## config.mk

```make
export PLATFORM = sky130hd
export DESIGN_NAME = life_array
export DESIGN_NICKNAME = d
export VERILOG_FILES = /design/src/rtl/life_pkg.sv /design/src/rtl/life_cell.sv /design/src/rtl/life_grid.sv /design/src/rtl/life_ctrl.sv /design/src/rtl/life_array.sv
export SDC_FILE = /design/constraint.sdc
export NUM_CORES = 2
export LEC_CHECK = 0
export BUFFER_PORTS_ARGS = -buffer_cell sky130_fd_sc_hd__buf_2
export CAP_MARGIN = 10
export CORE_MARGIN = 2
export CORE_UTILIZATION = 50
export CTS_BUF_LIST = sky130_fd_sc_hd__clkbuf_4
export DETAILED_ROUTE_END_ITERATION = 7
export GPL_TIMING_DRIVEN = 0
export PLACE_DENSITY_LB_ADDON = 0.12
export SLEW_MARGIN = 15
export SYNTH_ARGS = -nofsm -noshare
export SYNTH_HDL_FRONTEND = slang
export SYNTH_SLANG_ARGS = --single-unit
```

## constraint.sdc

```tcl
create_clock -name clk -period 4.2 [get_ports clk]
set_input_delay 0.84 -clock clk [delete_from_list [all_inputs] [get_ports clk]]
set_output_delay 0.84 -clock clk [all_outputs]
set_load 0.02 [all_outputs]
```

## src/rtl/life_pkg.sv

```systemverilog
package life_pkg;

   typedef enum logic [0:0] {
      ST_IDLE = 1'b0,
      ST_RUN  = 1'b1
   } ctrl_state_e;

   // number of live neighbours among eight inputs
   function automatic logic [3:0] nbr_total(input logic [7:0] nb);
      logic [3:0] acc;
      acc = '0;
      for (int i = 0; i < 8; i++) begin
         acc = acc + {3'b000, nb[i]};
      end
      return acc;
   endfunction

   // birth on three, survival on two or three
   function automatic logic life_rule(input logic cur, input logic [3:0] total);
      logic nxt;
      if (cur) nxt = (total == 4'd2) || (total == 4'd3);
      else     nxt = (total == 4'd3);
      return nxt;
   endfunction

endpackage

```

## src/rtl/life_cell.sv

```systemverilog
module life_cell
   import life_pkg::*;
(
   input  logic       clk,
   input  logic       rst_n,
   input  logic [7:0] nbr_i,
   input  logic       load_we_i,
   input  logic       load_val_i,
   input  logic       step_i,
   output logic       state_o
);

   logic [3:0] total;
   logic       next_state;

   always_comb begin
      total      = nbr_total(nbr_i);
      next_state = life_rule(state_o, total);
   end

   always_ff @(posedge clk) begin
      if (!rst_n)         state_o <= 1'b0;
      else if (load_we_i) state_o <= load_val_i;
      else if (step_i)    state_o <= next_state;
   end

endmodule

```

## src/rtl/life_grid.sv

```systemverilog
module life_grid #(
   parameter int GRID_N = 16,
   localparam int AW    = (GRID_N > 1) ? $clog2(GRID_N) : 1,
   localparam int NCELL = GRID_N * GRID_N
) (
   input  logic              clk,
   input  logic              rst_n,
   input  logic              load_we,
   input  logic [AW-1:0]     load_addr,
   input  logic [GRID_N-1:0] load_row,
   input  logic              step,
   output logic [NCELL-1:0]  cells,
   output logic              any_alive
);

   // grid surrounded by a ring of constant dead cells
   logic [GRID_N+1:0][GRID_N+1:0] pad;
   logic [GRID_N-1:0]             row_we;
   logic [GRID_N-1:0]             row_any;

   always_comb begin
      pad = '0;
      for (int r = 0; r < GRID_N; r++) begin
         for (int c = 0; c < GRID_N; c++) begin
            pad[r+1][c+1] = cells[r*GRID_N + c];
         end
      end
   end

   for (genvar r = 0; r < GRID_N; r++) begin : g_row
      assign row_we[r]  = load_we && (load_addr == AW'(r));
      assign row_any[r] = |cells[r*GRID_N +: GRID_N];

      for (genvar c = 0; c < GRID_N; c++) begin : g_col
         logic [7:0] nb;
         // order: N, NE, E, SE, S, SW, W, NW
         assign nb = {pad[r][c+1],   pad[r][c+2],   pad[r+1][c+2], pad[r+2][c+2],
                      pad[r+2][c+1], pad[r+2][c],   pad[r+1][c],   pad[r][c]};

         life_cell u_cell (
            .clk        (clk),
            .rst_n      (rst_n),
            .nbr_i      (nb),
            .load_we_i  (row_we[r]),
            .load_val_i (load_row[c]),
            .step_i     (step),
            .state_o    (cells[r*GRID_N + c])
         );
      end
   end

   assign any_alive = |row_any;

endmodule

```

## src/rtl/life_ctrl.sv

```systemverilog
module life_ctrl
   import life_pkg::*;
#(
   parameter int MAX_GEN = 1000,
   parameter int CNT_W   = 10
) (
   input  logic             clk,
   input  logic             rst_n,
   input  logic             start,
   input  logic             any_alive,
   output logic             step,
   output logic             busy,
   output logic             done,
   output logic [CNT_W-1:0] count
);

   localparam logic [CNT_W-1:0] CAP = CNT_W'(MAX_GEN);

   ctrl_state_e st;

   assign busy = (st == ST_RUN);
   assign step = busy && any_alive && (count != CAP);

   always_ff @(posedge clk) begin
      if (!rst_n) begin
         st    <= ST_IDLE;
         done  <= 1'b0;
         count <= '0;
      end else begin
         done <= 1'b0;
         unique case (st)
            ST_IDLE: begin
               if (start) begin
                  count <= '0;
                  st    <= ST_RUN;
               end
            end
            ST_RUN: begin
               if (step) begin
                  count <= count + 1'b1;
               end else begin
                  st   <= ST_IDLE;
                  done <= 1'b1;
               end
            end
            default: st <= ST_IDLE;
         endcase
      end
   end

endmodule

```

## src/rtl/life_array.sv

```systemverilog
module life_array #(
   parameter int GRID_N  = 16,
   parameter int MAX_GEN = 1000,
   localparam int AW     = (GRID_N > 1) ? $clog2(GRID_N) : 1,
   localparam int CW_RAW = $clog2(MAX_GEN + 1),
   localparam int CNT_W  = (CW_RAW > 10) ? CW_RAW : 10,
   localparam int NCELL  = GRID_N * GRID_N
) (
   input  logic              clk,
   input  logic              rst_n,
   input  logic              start,
   input  logic              load_en,
   input  logic [AW-1:0]     load_addr,
   input  logic [GRID_N-1:0] load_row,
   output logic              busy,
   output logic              done,
   output logic [CNT_W-1:0]  gen_count,
   output logic [NCELL-1:0]  cells
);

   if (GRID_N < 3) begin : g_bad_grid
      $error("life_array: GRID_N must be at least 3");
   end
   if (MAX_GEN < 1) begin : g_bad_cap
      $error("life_array: MAX_GEN must be at least 1");
   end

   logic step_w;
   logic alive_w;
   logic load_we_w;

   assign load_we_w = load_en && !busy;

   life_grid #(.GRID_N(GRID_N)) u_grid (
      .clk       (clk),
      .rst_n     (rst_n),
      .load_we   (load_we_w),
      .load_addr (load_addr),
      .load_row  (load_row),
      .step      (step_w),
      .cells     (cells),
      .any_alive (alive_w)
   );

   life_ctrl #(.MAX_GEN(MAX_GEN), .CNT_W(CNT_W)) u_ctrl (
      .clk       (clk),
      .rst_n     (rst_n),
      .start     (start),
      .any_alive (alive_w),
      .step      (step_w),
      .busy      (busy),
      .done      (done),
      .count     (gen_count)
   );

endmodule

```

# After elaboration in Yosys (flattened, before gate mapping)
# Cells that the tools add are included.
# totals
register_bits,268
input_bits,24
output_inout_bits,268
elab_cells,3450
# op_classes
addsub,1589
eq_ne,530
n_mux,775
n_bitwise,1
reduce_logical,296
# ops
op,count
adder 4 x 1 -> 4 bit,850
"== test 4 x 2 -> 1 bit, second input constant",506
adder 3 x 1 -> 4 bit,247
2-to-1 mux 1 bit,771
adder 2 x 1 -> 3 bit,251
adder 1 x 1 -> 2 bit,240
logical OR 1 bit,256
OR reduction 256 bit,1
"== test 4 bit, second input constant",8
nonzero test 2 bit,16
"== test 3 x 2 -> 1 bit, second input constant",8
2-to-1 mux 10 bit,2
case mux 10 bit (2 select lines),1
logical AND 1 bit,19
"== test 4 x 3 -> 1 bit, second input constant",4
"adder 10 x 1 -> 10 bit, second input constant",1
"!= test 10 bit, second input constant",1
"== test 4 x 1 -> 1 bit, second input constant",1
logical NOT 4 bit,1
"!= test 2 bit, second input constant",2
AND reduction 2 bit,2
case mux 1 bit (2 select lines),1
logical NOT 1 bit,1
NOT 1 bit,1

# Logic depth before layout (Yosys ltp)
# depth
word_depth,12
depth_mapped,13
depth_no_buf,13

# Modules after synthesis
# Synthesis repeated with hierarchy kept, for this count alone.
# unflattened
cells_unflattened,6840
hier_area_um2,60912.2
# by_module_without_submodules
module,instances,cells_each,area_per_inst_um2,seq_area_each_um2
life_cell,256,26,232.7,20.0
life_grid,1,109,664.4,0.0
life_ctrl,1,74,656.9,240.2
life_array,1,1,13.8,0.0

# Worst setup path after synthesis
# No wires, ideal clock.
# synth_path
path_kind,reg-to-reg
startpoint,register u_grid.g_row[14].g_col[14].u_cell.state_o
endpoint,register u_grid.g_row[13].g_col[13].u_cell.state_o
setup_ps,86
t_arrival_ps,3242
required_ps,4114
slack_ps,873
path_stages_with_launch,11
n_path_buf,0
synth_period_minus_slack_ps,3327
cell_sequence,dfxtp_1 inv_1 fa_1 fa_1 fa_1 inv_1 ha_1 fa_1 o21ai_0 nand2_1 a211oi_1
# synth_between
elab_chain_len,9
elab_cells_between_ends,14
cone_classes,add/sub: 4; eq/ne: 2; mux: 3; reduce/logical: 5
# synth_rtl
item,line,source
"start, declared",life_cell.sv:10,output logic state_o
"start signal, assigned",life_cell.sv:23,else if (load_we_i) state_o <= load_val_i;
"start signal, assigned",life_cell.sv:24,else if (step_i) state_o <= next_state;
adder 4 x 1 -> 4 bit (4 in a row),life_pkg.sv:13,"acc = acc + {3'b000, nb[i]};"
"== test 4 x 2 -> 1 bit, on equally long branches","life_pkg.sv:21, life_pkg.sv:22",
logical OR 1 bit,life_pkg.sv:21,if (cur) nxt = (total == 4'd2) || (total == 4'd3);
2-to-1 mux 1 bit,life_pkg.sv:21,
2-to-1 mux 1 bit,life_cell.sv:24,
2-to-1 mux 1 bit,life_cell.sv:23,
"end signal, assigned",life_cell.sv:23,
"end signal, assigned",life_cell.sv:24,
"end, declared",life_cell.sv:10,
# Several ways; a longest one is shown, not always the timed one. The select of a mux whose other input is x is not followed.
# A chain may end at the register's enable or synchronous reset.

# Worst setup path after layout
# layout_path
startpoint,register u_grid.g_row[13].g_col[11].u_cell.state_o
endpoint,register u_grid.g_row[9].g_col[6].u_cell.state_o
# layout_between
elab_chain_len,4
# layout_rtl
item,line,source
"start, declared",life_cell.sv:10,
"start signal, assigned",life_cell.sv:23,
"start signal, assigned",life_cell.sv:24,
OR reduction 256 bit,life_grid.sv:52,assign any_alive = |row_any;
logical AND 1 bit (2 in a row),life_ctrl.sv:22,assign step = busy && any_alive && (count != CAP);
nonzero test 2 bit (no source line),n/a,
"end signal, assigned",life_cell.sv:23,
"end signal, assigned",life_cell.sv:24,
"end, declared",life_cell.sv:10,
# No other way between the ends.

==> results_dict.tcl <==
set metrics [dict create \
    numCtsBuffers 97 \
    seqPwrFrac_pct 13.8 \
    start_util_pct 50.39 \
    synth_xor_area_share_pct 0 \
    gp_congestion 0.9872 \
    wl_mm 186.0 \
    die_y_um 321.5 \
    io_buffers 291 \
    drcViolationCount 0 \
    synth_area_leaders "fa_1 36%, ha_1 19%, dfxtp_1 11%" \
    gr-total-overflow 0 \
    drive_above_1_share_pct 14.68 \
    area_growth_pct 9.748 \
    multi_input_area_um2 38020 \
    crit_chain "inv_1 -> ha_1 -> nand4_1 -> nor4_1 -> nand4_1 -> nor4_4 -> nor2_2 -> clkbuf_1 -> clkbuf_2 -> a211oi_1" \
    synth-main-ff-cell "dfxtp_1" \
    critical_path_class "register to register" \
    hold_violations 0 \
    synth_top_area_share_pct 35.75 \
    fin_crit_sh_pct 99.20 \
    grt_pass1_vias 42200 \
    crit_buf_inv 3 \
    hp-class "input port to register" \
    drtPass1Iterations 8 \
    power.density_nw_per_um2 776.2 \
    ys_ff_latch 268 \
    fin_nets 7415 \
    via_per_inst 5.870 \
    ant_nets 0 \
    relSlewSlack_pct 15.06 \
    synth_nets 6981 \
    arrival_ps 4980 \
    synth_fa_ha_area_share_pct 54.55 \
    h-tree-depth 3 \
    rows 116 \
    layout_commonest_cell "inv_1" \
    final-seq-area_um2 5368 \
    final_max_slew_viol_count 0 \
    coreArea_um2 100000 \
    num_vias 41700 \
    die_w_um 321.5 \
    synth_mux_area_share_pct 0.09932 \
    final_cell_mix "1112 x inv_1, 900 x fa_1, 755 x ha_1" \
    synth_edf_count 0 \
    async_reset_ff_share_pct 0 \
    p_sw_mw 24.22 \
    tightest_slew_ps 1274 \
    timing.critical_path.mode_cell "nand4_1" \
    clock_latency_ps 1010 \
    synth_cells 5300 \
    fin_worst_skew_ps 119.7 \
    cts_tree "done" \
    stdcell_count 7105 \
    synth-simple-area-share_pct 6.269 \
    io_pins 292 \
    clk_path_buf_depth 3 \
    n_fill_cell 9317 \
    die-area_um2 103300 \
    grt_setup_unrepaired "false" \
    hpwl_mm 148.5 \
    power_mw 42.93 \
    synth_compound_area_share_pct 14.44 \
    grt_use_total_pct 36.48 \
    wl_per_cell_um 26.18 \
    critPathRequiredTime_ps 5020 \
    internal-power_mw 18.70 \
    synth.largest_area_cell "fa_1" \
    grt_max_degree 15 \
    p_comb_share_pct 78.7 \
    status "finished, final reports clean" \
    root_buffer "clkbuf_4" \
    ys_seq_area_share_pct 10.65 \
    fin_ws_ps 33.60 \
    grt_pass1_wl_mm 276.1 \
    cp_slowest_stage_delay_ps 560 \
    setup_viol 0 \
    peakVddDrop_uv 385.1 \
    path_clk_slew_ps 60 \
    setup.worst_path.start_class "register" \
    cap_violations 0 \
    postCtsHoldBufs 0 \
    synth_top_family_by_area "adder cells" \
    ys_warn_count 0 \
    antenna_found_initial 13 \
    avgSynthCellArea_um2 9.508 \
    leakagePower_nw 28.94 \
    syn_area_um2 50390 \
    cp_slowest_cell "nor4_4" \
    drt-initial-drc-count 3740 \
    placedCellCount 6891 \
    detailedPlace.worstSlack_ps -1193 \
    clkPwrFrac_pct 7.6 \
    whs_ps 230.8 \
    endpoint_kind "register" \
    clock-sinks 268 \
    fin_crit_ps 4166 \
    fmax_mhz 240.0 \
    crit_fanout 10 \
    setup_tns_ps 0 \
    p_sw_share_pct 56.43 \
    path_delay_family "simple AND/OR/NAND/NOR gates" \
    synth_cell_type_count 35 \
]
-- layer usage --
metal / vias up / GRT usage [%] / share of wire, %
met1: 20810 / 47.96 / 39
met5: - / 0 / 0.028
li1: 18330 / - / -
met3: 506 / 7.162 / 9.7
met4: 8 / 20.13 / 6.3
met2: 2055 / 56.63 / 45
-- power groups by stage --
stage	Clock (mW)	Sequential (mW)	Combinational (mW)
floorplan	0	4.49	24.5
detailed placement	0	5.81	33.1
CTS	3.26	5.80	33.5
finish	3.25	5.90	33.8
global route	3.41	5.93	38.8
global placement	0	5.83	32.2
-- worst paths after layout --
path	from	to	slack [ps]	cells after the start
setup / recovery	u_grid.g_row[13].g_col[11].u_cell.state_o	u_grid.g_row[9].g_col[6].u_cell.state_o	30	10
hold / removal	start	u_ctrl.busy	230	3
setup reg to reg	u_grid.g_row[13].g_col[11].u_cell.state_o	u_grid.g_row[9].g_col[6].u_cell.state_o	30	10
hold reg to reg	u_ctrl.count[8]	u_ctrl.count[8]	480	2
-- layout make-up --
cell class	count	area share, %
buffer	427	5.075
antenna	5	0.02262
sequential	268	9.706
clock buffer	147	1.995
timing repair buffer	335	3.290
clock inverter	20	0.2217
multi-input combinational	3457	68.75
tap	1298	2.937
inverter	1148	8.002
-- synthesized netlist by cell type (5+ instances only) --
cell / count
buf_2: 6
inv_1: 1148
o21ai_0: 438
ha_1: 757
and3_1: 8
nand3_1: 224
clkbuf_1: 138
fa_1: 900
dfxtp_1: 268
nor3_1: 23
nand4_1: 30
or4_1: 6
nor4_1: 15
nor2_1: 40
nand2_1: 222
a21oi_1: 198
a221oi_1: 6
nand2b_1: 73
buf_4: 256
buf_6: 23
mux2i_1: 5
a311oi_1: 251
a211oi_1: 234
-- flip-flops by register name, indices dropped and copies added, names as in the netlist --
signal                             count
u_ctrl.busy                            1
u_ctrl.count                          10
u_ctrl.done                            1
u_grid.g_row.g_col.u_cell.state_o    256
-- per-stage QoR --
stage | cell area [um2] | utilization (%)
6_report | 55300 | 55.30
5_1_grt | 55300 | 55.30
4_1_cts | 54910 | 54.91
3_5_place_dp | 53540 | 53.54
3_3_place_gp | 53470 | 53.47
2_1_floorplan | 50390 | -
-- what timing repair did --
| item | CTS | global route |
|---|---|---|
| gates cloned | 0 | 0 |
| buffers inserted | 0 | 42 |
| pin swaps | 1 | 1 |
| setup endpoints to repair | 268 | 215 |
| hold endpoints to repair | 0 | 0 |
| gates resized for setup | 54 | 23 |
-- worst reg2reg max path: stages (launching register included) --
cell and delay (ps):
dfxtp_1 370, inv_1 520, ha_1 470, nand4_1 280, nor4_1 310, nand4_1 330
nor4_4 560, nor2_2 260, clkbuf_1 260, clkbuf_2 380, a211oi_1 300
-- kinds of logic (layout without fill, tap and decap cells) --
kind of cell	count (synthesis)	after routing
DFF	268	268
AOI/OAI and AO/OA	1138	1138
muxes	5	5
and+or+nand+nor	657	657
buffers and inverters	1575	2077
other	0	5
adders and majority gates	1657	1657
(Power assumes the default switching activity.)
